## config.mk

```make
export PLATFORM = sky130hd
export DESIGN_NAME = console_rx_regs
export DESIGN_NICKNAME = d
export VERILOG_FILES = /design/src/rtl/con_rx_pkg.sv /design/src/rtl/con_rx_ctrl.sv /design/src/rtl/con_rx_datapath.sv /design/src/rtl/console_rx_regs.sv
export SDC_FILE = /design/constraint.sdc
export NUM_CORES = 1
export LEC_CHECK = 0
export ABC_AREA = 1
export ABC_CLOCK_PERIOD_IN_PS = 1390
export BUFFER_PORTS_ARGS = -buffer_cell sky130_fd_sc_hd__buf_4
export CORE_AREA = 3 3 46 48
export DETAILED_ROUTE_END_ITERATION = 12
export DIE_AREA = 0 0 49 51
export GPL_TIMING_DRIVEN = 0
export PLACE_DENSITY = 0.76
export SLEW_MARGIN = 20
export SYNTH_ARGS = -nofsm -noshare
export SYNTH_HDL_FRONTEND = slang
export SYNTH_SLANG_ARGS = --single-unit
export TNS_END_PERCENT = 100
```

## constraint.sdc

```tcl
create_clock -name clk -period 1.39 [get_ports clk]
set_clock_uncertainty 0.1 [all_clocks]
set_input_delay 0.0695 -clock clk [delete_from_list [all_inputs] [get_ports clk]]
set_output_delay 0.0695 -clock clk [all_outputs]
set_load 0.01 [all_outputs]
```

## src/rtl/con_rx_pkg.sv

```systemverilog
package con_rx_pkg;

  typedef struct packed {
    logic loadChar;
    logic loadBreak;
    logic flagOverrun;
    logic clearErr;
  } rxStrobes_t;

endpackage

```

## src/rtl/con_rx_ctrl.sv

```systemverilog
module con_rx_ctrl
  import con_rx_pkg::*;
#(
  parameter int REG_W  = 16,
  parameter int IE_POS = 6
) (
  input  logic             clk,
  input  logic             rstN,
  input  logic             charValid,
  input  logic             charBreak,
  input  logic             haltEnable,
  input  logic             regAddr,
  input  logic             regRead,
  input  logic             regWrite,
  input  logic [REG_W-1:0] regWdata,
  output rxStrobes_t       strb,
  output logic             done,
  output logic             ie,
  output logic             irqReq,
  output logic             haltReq
);

  logic dataRead;
  logic statusWrite;
  logic ieNext;
  logic doneNext;
  logic irqNext;

  assign dataRead    = regRead && regAddr;
  assign statusWrite = regWrite && !regAddr;

  always_comb begin
    strb.loadChar    = charValid && !charBreak;
    strb.loadBreak   = charValid && charBreak;
    strb.flagOverrun = charValid && done && !dataRead;
    strb.clearErr    = dataRead && !charValid;
  end

  always_comb begin
    ieNext = statusWrite ? regWdata[IE_POS] : ie;

    if (charValid)     doneNext = 1'b1;
    else if (dataRead) doneNext = 1'b0;
    else               doneNext = done;

    if (charValid)        irqNext = ieNext;
    else if (dataRead)    irqNext = 1'b0;
    else if (statusWrite) begin
      if (!regWdata[IE_POS])  irqNext = 1'b0;
      else if (done && !ie)   irqNext = 1'b1;
      else                    irqNext = irqReq;
    end
    else                  irqNext = irqReq;
  end

  always_ff @(posedge clk) begin
    if (!rstN) begin
      done    <= 1'b0;
      ie      <= 1'b0;
      irqReq  <= 1'b0;
      haltReq <= 1'b0;
    end else begin
      done    <= doneNext;
      ie      <= ieNext;
      irqReq  <= irqNext;
      haltReq <= charValid && charBreak && haltEnable;
    end
  end


  irq_consistent_chk: assert property (@(posedge clk) disable iff (!rstN)
    irqReq |-> (done && ie));


  arrival_done_chk: assert property (@(posedge clk) disable iff (!rstN)
    charValid |=> done);


  ie_clear_drops_irq_chk: assert property (@(posedge clk) disable iff (!rstN)
    (statusWrite && !regWdata[IE_POS] && !charValid) |=> !irqReq);


  halt_source_chk: assert property (@(posedge clk) disable iff (!rstN)
    $rose(haltReq) |-> $past(charValid && charBreak && haltEnable));

endmodule

```

## src/rtl/con_rx_datapath.sv

```systemverilog
module con_rx_datapath
  import con_rx_pkg::*;
#(
  parameter int REG_W    = 16,
  parameter int CHAR_W   = 8,
  parameter int DONE_POS = 7,
  parameter int IE_POS   = 6,
  parameter int ERR_POS  = 15,
  parameter int OVR_POS  = 14,
  parameter int FRM_POS  = 13,
  parameter int BRK_POS  = 10
) (
  input  logic              clk,
  input  logic              rstN,
  input  rxStrobes_t        strb,
  input  logic [CHAR_W-1:0] charData,
  input  logic              sevenBit,
  input  logic              done,
  input  logic              ie,
  input  logic              regAddr,
  output logic [REG_W-1:0]  regRdata
);

  localparam logic [REG_W-1:0] ERR_M = REG_W'(1) << ERR_POS;
  localparam logic [REG_W-1:0] OVR_M = REG_W'(1) << OVR_POS;
  localparam logic [REG_W-1:0] FRM_M = REG_W'(1) << FRM_POS;
  localparam logic [REG_W-1:0] BRK_M = REG_W'(1) << BRK_POS;
  localparam logic [REG_W-1:0] LOW_M = {{(REG_W-CHAR_W){1'b0}}, {CHAR_W{1'b1}}};
  localparam logic [CHAR_W-1:0] NARROW_M = {1'b0, {(CHAR_W-1){1'b1}}};

  logic [REG_W-1:0]  bufWord;
  logic [REG_W-1:0]  nextWord;
  logic [REG_W-1:0]  statusWord;
  logic [CHAR_W-1:0] charMask;

  assign charMask = sevenBit ? NARROW_M : {CHAR_W{1'b1}};

  always_comb begin
    nextWord = '0;
    if (strb.loadBreak) nextWord = ERR_M | FRM_M | BRK_M;
    else                nextWord[CHAR_W-1:0] = charData & charMask;
    if (strb.flagOverrun) nextWord = nextWord | ERR_M | OVR_M;
  end

  always_ff @(posedge clk) begin
    if (!rstN)                                 bufWord <= '0;
    else if (strb.loadChar || strb.loadBreak)  bufWord <= nextWord;
    else if (strb.clearErr)                    bufWord <= bufWord & LOW_M;
  end

  always_comb begin
    statusWord           = '0;
    statusWord[DONE_POS] = done;
    statusWord[IE_POS]   = ie;
  end

  assign regRdata = regAddr ? bufWord : statusWord;


  clear_err_chk: assert property (@(posedge clk) disable iff (!rstN)
    strb.clearErr |=> (bufWord[REG_W-1:CHAR_W] == '0));


  overrun_flag_chk: assert property (@(posedge clk) disable iff (!rstN)
    strb.flagOverrun |=> (bufWord[ERR_POS] && bufWord[OVR_POS]));


  break_word_chk: assert property (@(posedge clk) disable iff (!rstN)
    strb.loadBreak |=> (bufWord[ERR_POS] && bufWord[FRM_POS] && bufWord[BRK_POS]
                        && bufWord[CHAR_W-1:0] == '0));

endmodule

```

## src/rtl/console_rx_regs.sv

```systemverilog
module console_rx_regs
  import con_rx_pkg::*;
#(
  parameter int REG_W    = 16,
  parameter int CHAR_W   = 8,
  parameter int DONE_POS = 7,
  parameter int IE_POS   = 6,
  parameter int ERR_POS  = 15,
  parameter int OVR_POS  = 14,
  parameter int FRM_POS  = 13,
  parameter int BRK_POS  = 10
) (
  input  logic              clk,
  input  logic              rstN,
  input  logic              charValid,
  input  logic [CHAR_W-1:0] charData,
  input  logic              charBreak,
  input  logic              sevenBit,
  input  logic              haltEnable,
  input  logic              regAddr,
  input  logic              regRead,
  input  logic              regWrite,
  input  logic [REG_W-1:0]  regWdata,
  output logic [REG_W-1:0]  regRdata,
  output logic              irqReq,
  output logic              haltReq
);

  rxStrobes_t strb;
  logic       done;
  logic       ie;

  con_rx_ctrl #(
    .REG_W (REG_W),
    .IE_POS(IE_POS)
  ) ctrl (
    .clk       (clk),
    .rstN      (rstN),
    .charValid (charValid),
    .charBreak (charBreak),
    .haltEnable(haltEnable),
    .regAddr   (regAddr),
    .regRead   (regRead),
    .regWrite  (regWrite),
    .regWdata  (regWdata),
    .strb      (strb),
    .done      (done),
    .ie        (ie),
    .irqReq    (irqReq),
    .haltReq   (haltReq)
  );

  con_rx_datapath #(
    .REG_W   (REG_W),
    .CHAR_W  (CHAR_W),
    .DONE_POS(DONE_POS),
    .IE_POS  (IE_POS),
    .ERR_POS (ERR_POS),
    .OVR_POS (OVR_POS),
    .FRM_POS (FRM_POS),
    .BRK_POS (BRK_POS)
  ) dpath (
    .clk      (clk),
    .rstN     (rstN),
    .strb     (strb),
    .charData (charData),
    .sevenBit (sevenBit),
    .done     (done),
    .ie       (ie),
    .regAddr  (regAddr),
    .regRdata (regRdata)
  );

endmodule

```

* Word level (Yosys, flattened, before mapping) *
Index checks and enable logic that the tools add are counted.

word-level totals
  flip-flop bits (word level) = 20
  memories = 0
  logic and storage cells = 42
  output and inout bits = 18
  memory bits (writable) = 0
  memory bits (read-only) = 0
  bits in latches = 0
  bits of input ports = 33

operators by class
  reduce and logical (&&, ||, !) cells = 19
  bitwise gates (word level) = 1
  shift operators = 0
  mux-type cells = 15
  divide/modulo/power cells = 0
  equality and inequality tests = 1
  add/sub/neg operators = 0
  $lt $le $gt $ge = 0
  multipliers = 0

operators by type and width
  cell                  count
  $mux W16              4
  $mux W8               3
  $logic_and A1 B1 Y1   9
  $and A8 B8 Y8         1
  $mux W1               8
  $logic_not A1 Y1      5
  $ne A4 B2 Y1 const B  1
  $reduce_bool A2 Y1    2
  $reduce_bool A3 Y1    1
  $reduce_and A2 Y1     1
  $logic_or A1 B1 Y1    1

* Longest topological paths before layout *
  word-level depth = 7
  depth in mapped cells = 7
  mapped depth without buffers = 7

* Modules after synthesis *
Synthesis repeated with hierarchy kept, for this count alone.

unflattened totals
  cell total of the unflattened synthesis = 117
  area, all modules = 778.2 µm²

by module, submodules not included
  module           times used  cells each  sequential area each (µm²)  area an instance (µm²)
  con_rx_datapath  1           81          220.2                       566.8
  con_rx_ctrl      1           36          80.1                        211.5

* Worst setup path after synthesis *
Ideal clock, no wire load.

  kind = register to register
  from = reg ctrl.ie
  to = reg ctrl.irqReq
  path slack = 0.591 ns
  arrival = 0.635 ns
  required time = 1.226 ns
  library setup time = 0.064 ns
  stages on the path, launching flop included = 5
  path buffers = 0
  clock period less this slack = 0.799 ns
  cell sequence = dfxtp_1 > inv_1 > nand4_1 > and2_0 > nor2_1

between the ends
  cells in the longest elaborated chain, start to end = 4
  elaborated cells on any way between the ends = 6
  those cells by class = 1 x eq/ne; 2 x mux; 3 x reduce/logical

ends and longest elaborated chain
  item                                line               RTL
  start: declaration                  con_rx_ctrl.sv:18  output logic ie,
  start signal: assignment            con_rx_ctrl.sv:64  ie <= ieNext;
  $logic_not A1 Y1                    con_rx_ctrl.sv:50  else if (done && !ie) irqNext = 1'b1;
  $logic_and A1 B1 Y1                 con_rx_ctrl.sv:50
  $ne A4 B2 Y1 (no source line)       n/a
  $reduce_and A2 Y1 (no source line)  n/a
  end signal: assignment              con_rx_ctrl.sv:65  irqReq <= irqNext;
  end: declaration                    con_rx_ctrl.sv:19  output logic irqReq,

Several ways; a longest one is shown, not always the timed one.
A chain may end at the register's enable or synchronous reset.

==> impl_metrics.yaml <==
clocking:
  clock_path_buffers: 2
  hold_buffers: 13
  clkTransAtPathRegs_ns: 0.09
  h-tree-depth: 1
  cts_tree: "done"
  cts.repair.resized: 0
  cts_num_sinks: 15
  post_cts_buffers: 0
  tritoncts.num_buffers: 3
  ctsRootBufferMaster: "clkbuf_4"
  insertion_delay_ns: 0.27
cells_and_area:
  n_antenna_cell: 0
  final_util_pct: 65.8
  stdcell_count: 184
  area_growth_pct: 60.2
  drive_above_1_share_pct: 27.7
  nets: 193
timing:
  hold_viol_final: 0
  period_needed_ns: 1.34
  fmax_mhz: 747
  min_period_over_period_pct: 96.3
  setup_viol: 0
  final-max-slew-violation-count: 0
  tns_ns: 0
  rsz0062_at_grt: "no"
worst_setup_path:
  critPathTopFamily: "buffers and inverters"
  path_class: "input port to flop"
  critPathRequiredTime_ns: 1.46
  cp_slowest_stage_delay_ns: 0.55
  rr_worst_depth: 4
  critPathBufInv: 3
  r2r_slack_ns: 0.51
  start_kind: "input port"
  arrival_ns: 1.41
  worstPathCellList: "dlygate4sd3_1 -> buf_4 -> nand2_1 -> nor2_1 -> dlygate4sd3_1"
  rr_endpoint: "ctrl.irqReq"
  crit_path_end_kind: "flop"
  crit_path_frequent_cell: "dlygate4sd3_1"
  cp_slowest_cell: "dlygate4sd3_1"
  reg2reg_from: "ctrl.ie"
  cp_max_fo: 4
logic_synthesis:
  yosysTopAreaCellShare_pct: 41.9
  synth_edf_count: 0
  synthTopCellsByCount: "nand2_1 (33), inv_1 (18), dfxtp_1 (15), a21oi_1 (12), nand3_1 (10)"
  synthArstFlopShare_pct: 0
  syn_area_per_cell_um2: 6.64
  synth_seq_area_share_pct: 41.9
  yosysMostFrequentCell: "nand2_1"
  synthTopCellsByArea: "dfxtp_1 (42%), nand2_1 (17%), inv_1 (9.4%)"
  ys_ff_latch: 15
  synthCells: 108
  yosysWarnings: 0
  synth_ff_type: "dfxtp_1"
  yosysTopAreaCell: "dfxtp_1"
  syn_area_um2: 717
  synthDistinctLibCells: 15
pwr:
  p_clk_share_pct: 26.9
  p_total_w: 0.000892
  seq_power_share_pct: 51.5
  powerDensity_nw_per_um2: 776
  pwr-share-comb_pct: 21.6
  power.static_leakage_nw: 0.639
  vdd_drop_max_uv: 403
  power_switching_w: 0.000226
  swShare_pct: 25.3
  p_int_w: 0.000666
route:
  dr.first_iter.drc_count: 20
  ant_nets: 0
  drt_first_pass_iters: 4
  drt-wirelength-per-cell_um: 9.51
  dr_total_vias: 809
  wl_um: 1750
  post-route-drc-count: 0
  post_drt_via_cell_ratio: 4.40
min_path:
  hold_class: "input port to flop"
  hold_depth: 3
  holdCritStartpoint: "charValid"
  whs_endpoint: "dpath.bufWord[14]"
global_route:
  track_usage_pct: 14.9
  antenna_found_initial: 0
  grt_overflow_total: 0
  grt_pass1_vias: 739
  grt_first_pass_wirelength_um: 2990
  grt_max_degree: 11
floorplanning:
  num_io_pins: 51
  die_y_um: 51
  die_width_um: 49
  rows: 15
  dieArea_um2: 2500
  initial_utilization_pct: 41.1
  core-area_um2: 1750
status:
  status: "finished clean"
placement:
  portBuffers: 31
  place_congestion: 0.807
  place_hpwl_um: 1290
  dp.cells: 167
flow_run:
  drv_cap: 0
==> routing by layer <==
metal  share of wire (%)  GRT usage (%)  vias to the layer above
met5                   0              0                        -
li1                    -              -                      426
met3                 6.1           2.92                        2
met1                  43           16.5                      358
met2                  50           28.7                       23
met4                0.34           4.27                        0
==> logic make-up after synthesis <==
group,share of synthesized area (%)
compound gates,9.07
other cells,0.523
simple gates,31.2
buf+inv,17.3
flops,41.9
==> flip-flops by register name, indices dropped and copies added, names as in the netlist <==
signal and cells:
dpath.bufWord 11, ctrl.done 1, ctrl.haltReq 1, ctrl.ie 1
ctrl.irqReq 1
==> worst reg2reg max path, delay by kind of cell, from the launching register on <==
family / cells / cell delay (ns)
buf+inv: 1 / 0.10
simple gates: 3 / 0.32
flops: 1 / 0.30
==> cell type report <==
type                       count  area, um^2
inverter                      18        67.6
clock buffer                   4        26.3
buffer                         9        56.3
tap                           25        31.3
timing repair buffer          44         363
fill                         166         597
sequential                    15         300
multi-input combinational     69         304
==> power groups by stage <==
| stage | logic (W) | clock network, W | registers, W |
|---|---|---|---|
| after floorplan | 0.0000868 | 0 | 0.000469 |
| after global placement | 0.000162 | 0 | 0.000469 |
| after detailed placement | 0.000165 | 0 | 0.000470 |
| final | 0.000192 | 0.000240 | 0.000459 |
| after global routing | 0.000214 | 0.000262 | 0.000462 |
| after CTS | 0.000193 | 0.000248 | 0.000460 |
==> cells in the final DEF (no fill, tap or decap) <==
master	count
dfxtp_1	15
dlygate4sd3_1	13
o21ai_0	1
clkbuf_4	3
a21oi_1	12
clkbuf_1	2
nand4_1	2
conb_1	4
buf_4	36
nand2_1	33
nand3_1	10
nor2_1	3
and2_0	1
inv_1	18
nand2_2	2
nand3b_1	1
buf_2	3
==> stage by stage <==
stage | hold slack [ns] | cell area (um^2) | setup slack [ns]
2_1_floorplan | 0.0671 | 728 | 0.591
3_3_place_gp | 0.187 | 992 | 0.457
3_5_place_dp | 0.191 | 992 | 0.449
4_1_cts | 0.00989 | 1150 | 0.0736
5_1_grt | 0.0283 | 1150 | 0.0154
6_report | 0.0103 | 1150 | 0.0512
==> worst max path at each step <==
stage,start,to,slack (ns),cells after the start
after floorplan,ctrl.ie,ctrl.irqReq,0.59,4
after global placement,regAddr,regRdata[13],0.46,6
after detailed placement,rstN,dpath.bufWord[4],0.45,4
after CTS,rstN,ctrl.haltReq,0.07,5
after global routing,rstN,ctrl.haltReq,0.02,5
final,rstN,ctrl.haltReq,0.05,5
No activity file was read; power rests on OpenSTA's default activity.
